File: config.mk
export PLATFORM = sky130hd
export DESIGN_NAME = occ_momentum_arbiter
export DESIGN_NICKNAME = d
export VERILOG_FILES = /design/src/rtl/occ_arb_pkg.sv /design/src/rtl/occ_node_slot.sv /design/src/rtl/occ_req_track.sv /design/src/rtl/occ_momentum_arbiter.sv
export SDC_FILE = /design/constraint.sdc
export NUM_CORES = 1
export LEC_CHECK = 0
export BUFFER_PORTS_ARGS = -buffer_cell sky130_fd_sc_hd__buf_4
export CORE_MARGIN = 8
export CORE_UTILIZATION = 30
export CTS_CLUSTER_SIZE = 30
export DETAILED_ROUTE_END_ITERATION = 8
export GPL_ROUTABILITY_DRIVEN = 0
export SKIP_CTS_REPAIR_TIMING = 1
export SYNTH_ARGS = -nofsm -noshare
export SYNTH_HDL_FRONTEND = slang
export SYNTH_SLANG_ARGS = --single-unit
File: constraint.sdc
create_clock -name clk -period 10.9 [get_ports clk]
set_clock_uncertainty 0.05 [all_clocks]
set_input_delay 2.18 -clock clk [delete_from_list [all_inputs] [get_ports clk]]
set_output_delay 2.18 -clock clk [all_outputs]
set_load 0.02 [all_outputs]
File: src/rtl/occ_arb_pkg.sv
package occ_arb_pkg;

  // Per-node action chosen in one cycle
  typedef enum logic [1:0] {
    ACT_HOLD  = 2'd0,
    ACT_TAKE  = 2'd1,
    ACT_STEAL = 2'd2,
    ACT_FREE  = 2'd3
  } slot_act_e;

endpackage

File: src/rtl/occ_node_slot.sv
module occ_node_slot
  import occ_arb_pkg::*;
#(
  parameter int NUM_REQ = 4,
  parameter int MOM_W   = 4
) (
  input  logic                     clk,
  input  logic                     rst,
  input  logic [NUM_REQ-1:0]       want,
  input  logic [NUM_REQ-1:0]       done,
  input  logic [NUM_REQ*MOM_W-1:0] mom,
  output logic [NUM_REQ-1:0]       owner_oh,
  output logic [NUM_REQ-1:0]       next_oh,
  output logic [NUM_REQ-1:0]       lose_oh
);

  localparam int IDX_W = (NUM_REQ > 1) ? $clog2(NUM_REQ) : 1;

  logic             own_v;
  logic [IDX_W-1:0] own_id;

  slot_act_e        act;
  logic [IDX_W-1:0] win_id;
  logic [MOM_W-1:0] holder_mom;
  logic [MOM_W-1:0] best_mom;
  logic             found;

  assign owner_oh = own_v ? (NUM_REQ'(1) << own_id) : '0;

  // Choose this cycle's action from registered momenta
  always_comb begin
    act        = ACT_HOLD;
    win_id     = '0;
    best_mom   = '0;
    found      = 1'b0;
    holder_mom = mom[int'(own_id)*MOM_W +: MOM_W];
    if (own_v && done[own_id]) begin
      act = ACT_FREE;
    end else if (!own_v) begin
      // descending scan leaves the lowest index as winner
      for (int r = NUM_REQ-1; r >= 0; r--) begin
        if (want[r]) begin
          found  = 1'b1;
          win_id = IDX_W'(r);
        end
      end
      if (found) act = ACT_TAKE;
    end else begin
      // ascending scan with strict compare keeps lowest index on ties
      for (int r = 0; r < NUM_REQ; r++) begin
        if (want[r] && (IDX_W'(r) != own_id) &&
            (mom[r*MOM_W +: MOM_W] > holder_mom) &&
            (!found || (mom[r*MOM_W +: MOM_W] > best_mom))) begin
          found    = 1'b1;
          win_id   = IDX_W'(r);
          best_mom = mom[r*MOM_W +: MOM_W];
        end
      end
      if (found) act = ACT_STEAL;
    end
  end

  always_comb begin
    next_oh = owner_oh;
    lose_oh = '0;
    case (act)
      ACT_FREE:  next_oh = '0;
      ACT_TAKE:  next_oh = NUM_REQ'(1) << win_id;
      ACT_STEAL: begin
        next_oh = NUM_REQ'(1) << win_id;
        lose_oh = owner_oh;
      end
      default:   next_oh = owner_oh;
    endcase
  end

  always_ff @(posedge clk) begin
    if (rst) begin
      own_v  <= 1'b0;
      own_id <= '0;
    end else begin
      case (act)
        ACT_FREE: own_v <= 1'b0;
        ACT_TAKE, ACT_STEAL: begin
          own_v  <= 1'b1;
          own_id <= win_id;
        end
        default: own_v <= own_v;
      endcase
    end
  end

  // Delayed copies used by the checks below
  logic [NUM_REQ*MOM_W-1:0] mom_d;
  logic [IDX_W-1:0]         id_d;
  logic                     v_d;

  always_ff @(posedge clk) begin
    if (rst) begin
      mom_d <= '0;
      id_d  <= '0;
      v_d   <= 1'b0;
    end else begin
      mom_d <= mom;
      id_d  <= own_id;
      v_d   <= own_v;
    end
  end


  steal_needs_more_chk: assert property (@(posedge clk) disable iff (rst)
    (own_v && v_d && (own_id != id_d)) |->
      (mom_d[int'(own_id)*MOM_W +: MOM_W] > mom_d[int'(id_d)*MOM_W +: MOM_W]));


  freed_on_done_chk: assert property (@(posedge clk) disable iff (rst)
    (own_v && done[own_id]) |=> !own_v);

endmodule

File: src/rtl/occ_req_track.sv
module occ_req_track #(
  parameter int NUM_NODES = 8,
  parameter int MOM_W     = 4
) (
  input  logic                 clk,
  input  logic                 rst,
  input  logic                 valid,
  input  logic                 done,
  input  logic [NUM_NODES-1:0] set,
  input  logic [NUM_NODES-1:0] held_now,
  input  logic [NUM_NODES-1:0] held_next,
  input  logic                 lose_any,
  output logic [MOM_W-1:0]     mom_q,
  output logic                 grant_q,
  output logic                 steal_q
);

  always_ff @(posedge clk) begin
    if (rst) begin
      mom_q   <= '0;
      grant_q <= 1'b0;
      steal_q <= 1'b0;
    end else begin
      mom_q   <= MOM_W'($countones(held_next));
      grant_q <= valid && !done && (|set) && (held_next == set);
      steal_q <= lose_any;
    end
  end


  mom_count_chk: assert property (@(posedge clk) disable iff (rst)
    mom_q == MOM_W'($countones(held_now)));


  steal_lost_node_chk: assert property (@(posedge clk) disable iff (rst)
    steal_q |-> (|($past(held_now) & ~held_now)));


  grant_full_chk: assert property (@(posedge clk) disable iff (rst)
    grant_q |-> ((held_now == $past(set)) && (|held_now)));

endmodule

File: src/rtl/occ_momentum_arbiter.sv
module occ_momentum_arbiter #(
  parameter int NUM_REQ   = 4,
  parameter int NUM_NODES = 8,
  parameter int MOM_W     = $clog2(NUM_NODES + 1)
) (
  input  logic                         clk,
  input  logic                         rst,
  input  logic [NUM_REQ-1:0]           req_valid,
  input  logic [NUM_REQ*NUM_NODES-1:0] commit_set,
  input  logic [NUM_REQ-1:0]           commit_done,
  output logic [NUM_REQ*NUM_NODES-1:0] held,
  output logic [NUM_REQ*MOM_W-1:0]     momentum,
  output logic [NUM_REQ-1:0]           all_held,
  output logic [NUM_REQ-1:0]           stolen
);

  logic [NUM_REQ-1:0]   want_n [NUM_NODES];
  logic [NUM_REQ-1:0]   own_n  [NUM_NODES];
  logic [NUM_REQ-1:0]   nx_n   [NUM_NODES];
  logic [NUM_REQ-1:0]   lose_n [NUM_NODES];
  logic [NUM_NODES-1:0] held_rn [NUM_REQ];
  logic [NUM_NODES-1:0] nx_rn   [NUM_REQ];
  logic [NUM_REQ-1:0]   lose_any;

  // Per-node contender vectors
  always_comb begin
    for (int n = 0; n < NUM_NODES; n++) begin
      for (int r = 0; r < NUM_REQ; r++) begin
        want_n[n][r] = req_valid[r] & commit_set[r*NUM_NODES+n] & ~commit_done[r];
      end
    end
  end

  // Node view to requester view
  always_comb begin
    for (int r = 0; r < NUM_REQ; r++) begin
      lose_any[r] = 1'b0;
      for (int n = 0; n < NUM_NODES; n++) begin
        held_rn[r][n] = own_n[n][r];
        nx_rn[r][n]   = nx_n[n][r];
        lose_any[r]   = lose_any[r] | lose_n[n][r];
      end
    end
  end

  for (genvar n = 0; n < NUM_NODES; n++) begin : g_node
    occ_node_slot #(
      .NUM_REQ (NUM_REQ),
      .MOM_W   (MOM_W)
    ) u_slot (
      .clk      (clk),
      .rst      (rst),
      .want     (want_n[n]),
      .done     (commit_done),
      .mom      (momentum),
      .owner_oh (own_n[n]),
      .next_oh  (nx_n[n]),
      .lose_oh  (lose_n[n])
    );
  end

  for (genvar r = 0; r < NUM_REQ; r++) begin : g_req
    assign held[r*NUM_NODES +: NUM_NODES] = held_rn[r];

    occ_req_track #(
      .NUM_NODES (NUM_NODES),
      .MOM_W     (MOM_W)
    ) u_trk (
      .clk       (clk),
      .rst       (rst),
      .valid     (req_valid[r]),
      .done      (commit_done[r]),
      .set       (commit_set[r*NUM_NODES +: NUM_NODES]),
      .held_now  (held_rn[r]),
      .held_next (nx_rn[r]),
      .lose_any  (lose_any[r]),
      .mom_q     (momentum[r*MOM_W +: MOM_W]),
      .grant_q   (all_held[r]),
      .steal_q   (stolen[r])
    );

    for (genvar n = 0; n < NUM_NODES; n++) begin : g_bit

      gain_needs_request_chk: assert property (@(posedge clk) disable iff (rst)
        (held_rn[r][n] && !$past(held_rn[r][n])) |->
          $past(req_valid[r] && commit_set[r*NUM_NODES+n] && !commit_done[r]));
    end
  end

endmodule

==> tab_implementation.tex <==
\begin{tabular}{lr}
\hline
Metric & Value \\
\hline
\multicolumn{2}{l}{\textbf{Status}} \\
Status & finished, final reports clean \\
\multicolumn{2}{l}{\textbf{Worst setup path}} \\
FF-to-FF End & g\_req[2].u\_trk.mom\_q[2] \\
Critical path capture point type & flip-flop \\
Worst path most repeated cell & ha\_1 \\
Length in cells of the worst reg-to-reg path & 38 \\
Register-to-register setup slack & 1.38 ns \\
Critical-path top delay cell & fa\_1 \\
Data arrival, critical path & 10.04 ns \\
Maximum fanout along the worst path & 9 \\
Kind of launch point of the worst setup path & input port \\
Type of the setup path with the least slack & input port to flip-flop \\
Launch point of the worst reg-to-reg path & g\_node[6].u\_slot.own\_id[0] \\
Crit path required time & 11.04 ns \\
Longest individual stage delay on the worst path & 0.55 ns \\
\multicolumn{2}{l}{\textbf{Global routing}} \\
Remaining Overflow, GRT & 0 \\
Via count of the first global-routing pass & 13100 \\
Wire length of the first global-routing pass & 79200 microns \\
Largest net degree at the start of global routing & 45 \\
Global routing usage summed across all routing layers & 21.3\% \\
Initial antenna violation count & 2 \\
\multicolumn{2}{l}{\textbf{Clock network}} \\
Buffers from clock root to sink, at most & 2 \\
Source-to-sink clock delay at the later pin of the worst-skew pair & 0.31 ns \\
Deepest level of the CTS H-tree & 2 \\
CTS Root Cell & clkbuf\_16 \\
Num Clock Sinks & 48 \\
Inserted Clock Buffers & 5 \\
CTS tree & done \\
Clock-pin slew on the worst setup and hold paths & 0.08 ns \\
\multicolumn{2}{l}{\textbf{Detailed routing}} \\
Vias per inst & 6.14 \\
Via count & 13300 \\
DRC & 0 \\
First DRT Iteration DRCs & 1324 \\
Number of detailed-route iterations in the first pass & 5 \\
Drt total wl & 52900 microns \\
Routed len/inst & 24.5 microns \\
Detail Route Antenna Nets & 0 \\
\multicolumn{2}{l}{\textbf{Finish}} \\
Layout Utilization & 33.5\% \\
\# nets final & 1944 \\
Area added between synthesis and finish & 11.2\% \\
Final std cells w/o fill & 2163 \\
Layout cells sized above 1 & 14.7\% \\
Number of fill cells & 4387 \\
\multicolumn{2}{l}{\textbf{Logic synthesis}} \\
Post-Syn Instances & 1569 \\
Nets in the synthesized netlist & 1891 \\
Register bit count reported by yosys & 48 \\
Synthesized area divided by synthesized cell count & 8.01 sq um \\
Fraction of registers with async set/reset & 0\% \\
Ys Warns & 0 \\
Cell Area, Synth & 12600 sq um \\
Proportion of synthesized chip area in sequential cells & 7.65\% \\
Most instantiated flip-flop cell in the synthesis netlist & dfxtp\_1 \\
Distinct cell type count after synthesis & 91 \\
EDFF count, synth & 0 \\
\multicolumn{2}{l}{\textbf{Worst hold path}} \\
Worst Hold Launch & g\_node[0].u\_slot.own\_v \\
Cell depth of the worst hold path & 2 \\
Hold Crit Class & flip-flop to flip-flop \\
Endpoint with the worst hold slack & g\_node[0].u\_slot.own\_v \\
\multicolumn{2}{l}{\textbf{Power and ir drop}} \\
Total power per unit cell area & 174 nW/um\^{}2 \\
Total power consumption of the routed design & 2.43 mW \\
Worst ir drop on vdd & 107 uV \\
P\_leak & 5.97 nW \\
\multicolumn{2}{l}{\textbf{Die}} \\
Initial Util & 30.2\% \\
Number of top-level pins & 98 \\
Die Y-Extent & 221 microns \\
Total Die Area & 48700 sq um \\
Core ar. & 41700 sq um \\
Horiz. Die Dim & 221 microns \\
Core Rows & 75 \\
\multicolumn{2}{l}{\textbf{STA}} \\
Max-slew violation total from the final report & 0 \\
Post-Route Hold Slack & 0.533 ns \\
Summed negative setup slack over all endpoints & 0 ns \\
Final setup fails & 0 \\
Setup repair after global routing missed its margin & false \\
Hold violation count in the final report & 0 \\
Final cycle utilization of the critical path & 90.8\% \\
Peak Freq & 101 MHz \\
Final period demand of the worst path & 9.90 ns \\
Slew headroom & 21.7\% \\
Transition at the pin with the smallest max-transition slack & 1.17 ns \\
\multicolumn{2}{l}{\textbf{Placed design}} \\
Final HPWL DP & 40500 microns \\
IO Port Bufs & 97 \\
Number of cells in the design after placement & 2154 \\
\multicolumn{2}{l}{\textbf{Flow run}} \\
Number of max-cap violations & 0 \\
\hline
\end{tabular}
-- through the flow --
step / instance area (sq um) / worst slack [ns]
floorplan: 12600 / 1.84
global placement: 13800 / 0.922
detailed placement: 13800 / 0.802
CTS: 14000 / 1.11
global route: 14000 / 0.542
finish: 14000 / 0.999
-- worst max path at each step --
| stage | from | cells after the start | end |
|---|---|---|---|
| 6_report | commit_done[0] | 36 | g_req[2].u_trk.mom_q[2] |
| 5_1_grt | commit_done[0] | 37 | g_req[0].u_trk.mom_q[2] |
| 4_1_cts | commit_done[0] | 36 | g_req[2].u_trk.mom_q[2] |
| 3_5_place_dp | commit_done[0] | 34 | g_req[1].u_trk.mom_q[2] |
| 3_3_place_gp | commit_done[0] | 34 | g_req[1].u_trk.mom_q[2] |
| 2_1_floorplan | req_valid[0] | 36 | g_req[2].u_trk.mom_q[2] |
-- registers in the layout, summed over array words and instances, names as in the netlist --
register              flops
g_node.u_slot.own_id     16
g_req.u_trk.steal_q       4
g_req.u_trk.grant_q       4
g_node.u_slot.own_v       8
g_req.u_trk.mom_q        16
-- where the power goes --
part,internal (mW),switching (mW),leakage (nW)
Clock,0.110,0.0847,0.0804
Combinational,0.768,1.12,5.50
Sequential,0.215,0.130,0.391
-- cell type report --
cell class | count | area, sq um | area share, %
multi-input cells | 1321 | 10800 | 77.1
flip-flops and latches | 48 | 963 | 6.89
repair buffers | 125 | 938 | 6.72
well taps | 539 | 674 | 4.83
clock inverters | 3 | 46.3 | 0.331
inverters | 121 | 454 | 3.25
diodes | 1 | 2.50 | 0.0179
clock buffers | 5 | 125 | 0.895
-- kinds of logic after synthesis --
logic type,synth area share (%)
flops,7.65
fa+ha+maj,28.8
mux,10.0
compound gates,24.7
buf+inv,6.67
xor+xnor,2.09
simple gates,20.0
-- per-layer routing --
| layer | wire (microns) | vias up | GRT usage, % |
|---|---|---|---|
| met3 | 4780 | 157 | 3.75 |
| met4 | 2740 | 0 | 10.0 |
| met1 | 22100 | 6404 | 27.7 |
| li1 | - | 6005 | - |
| met5 | 0 | - | 0 |
| met2 | 23400 | 725 | 33.7 |
-- placed cells by master (no fill, tap or decap), types with 10 or more instances in the layout --
cell type and instances:
ha_1 264, nand2_1 155, a21oi_1 132, buf_4 125, inv_1 119, nor2_1 93, o21ai_0 74, nor2b_1 67
nand4_1 50, dfxtp_1 46, mux4_2 34, o211ai_1 33, nand3_1 29, a31oi_1 29, xor2_1 19, and3_1 18
mux2i_1 17, a22oi_1 16, fa_1 16, o2111ai_1 15, mux2_2 15, nor3_1 14, nand2b_1 13, a21o_1 11
o21a_1 11, xnor2_1 11, and2_1 10
-- Yosys cell counts, types with 8 or more instances --
| library cell | count | area share (%) |
|---|---|---|
| clkbuf_1 | 47 | 1.4 |
| nand4_1 | 50 | 2.5 |
| a21o_1 | 11 | 0.66 |
| mux4_2 | 34 | 6.1 |
| a31oi_1 | 29 | 1.4 |
| buf_2 | 13 | 0.52 |
| ha_1 | 264 | 26 |
| or3_1 | 8 | 0.40 |
| inv_1 | 119 | 3.6 |
| nand2_1 | 155 | 4.6 |
| dfxtp_1 | 48 | 7.6 |
| nor3_1 | 14 | 0.56 |
| and3_1 | 18 | 0.90 |
| nand3_1 | 29 | 1.2 |
| a21oi_1 | 132 | 5.3 |
| o21ai_0 | 74 | 2.9 |
| o211ai_1 | 33 | 2.0 |
| nand2b_1 | 13 | 0.65 |
| and2_1 | 10 | 0.50 |
| xnor2_1 | 11 | 0.77 |
| and4_1 | 8 | 0.56 |
| nor2b_1 | 68 | 3.4 |
| nor4_1 | 8 | 0.40 |
| o2111ai_1 | 15 | 1.0 |
| mux2_2 | 15 | 1.3 |
| nor2_1 | 93 | 2.8 |
| xor2_1 | 19 | 1.3 |
| a22oi_1 | 16 | 0.96 |
| mux2i_1 | 17 | 1.4 |
| fa_1 | 16 | 2.5 |
| a21oi_2 | 8 | 0.56 |
| o21a_1 | 11 | 0.66 |
| buf_4 | 13 | 0.78 |
-- worst max-delay path: cells and delay by family --
kind | cells | cell delay, ns
AOI/OAI and AO/OA | 16 | 3.28
buffers and inverters | 4 | 0.34
muxes | 1 | 0.37
and+or+nand+nor | 7 | 1.24
adders and majority gates | 8 | 2.61
Note: power is estimated with default switching activity, not from simulation.
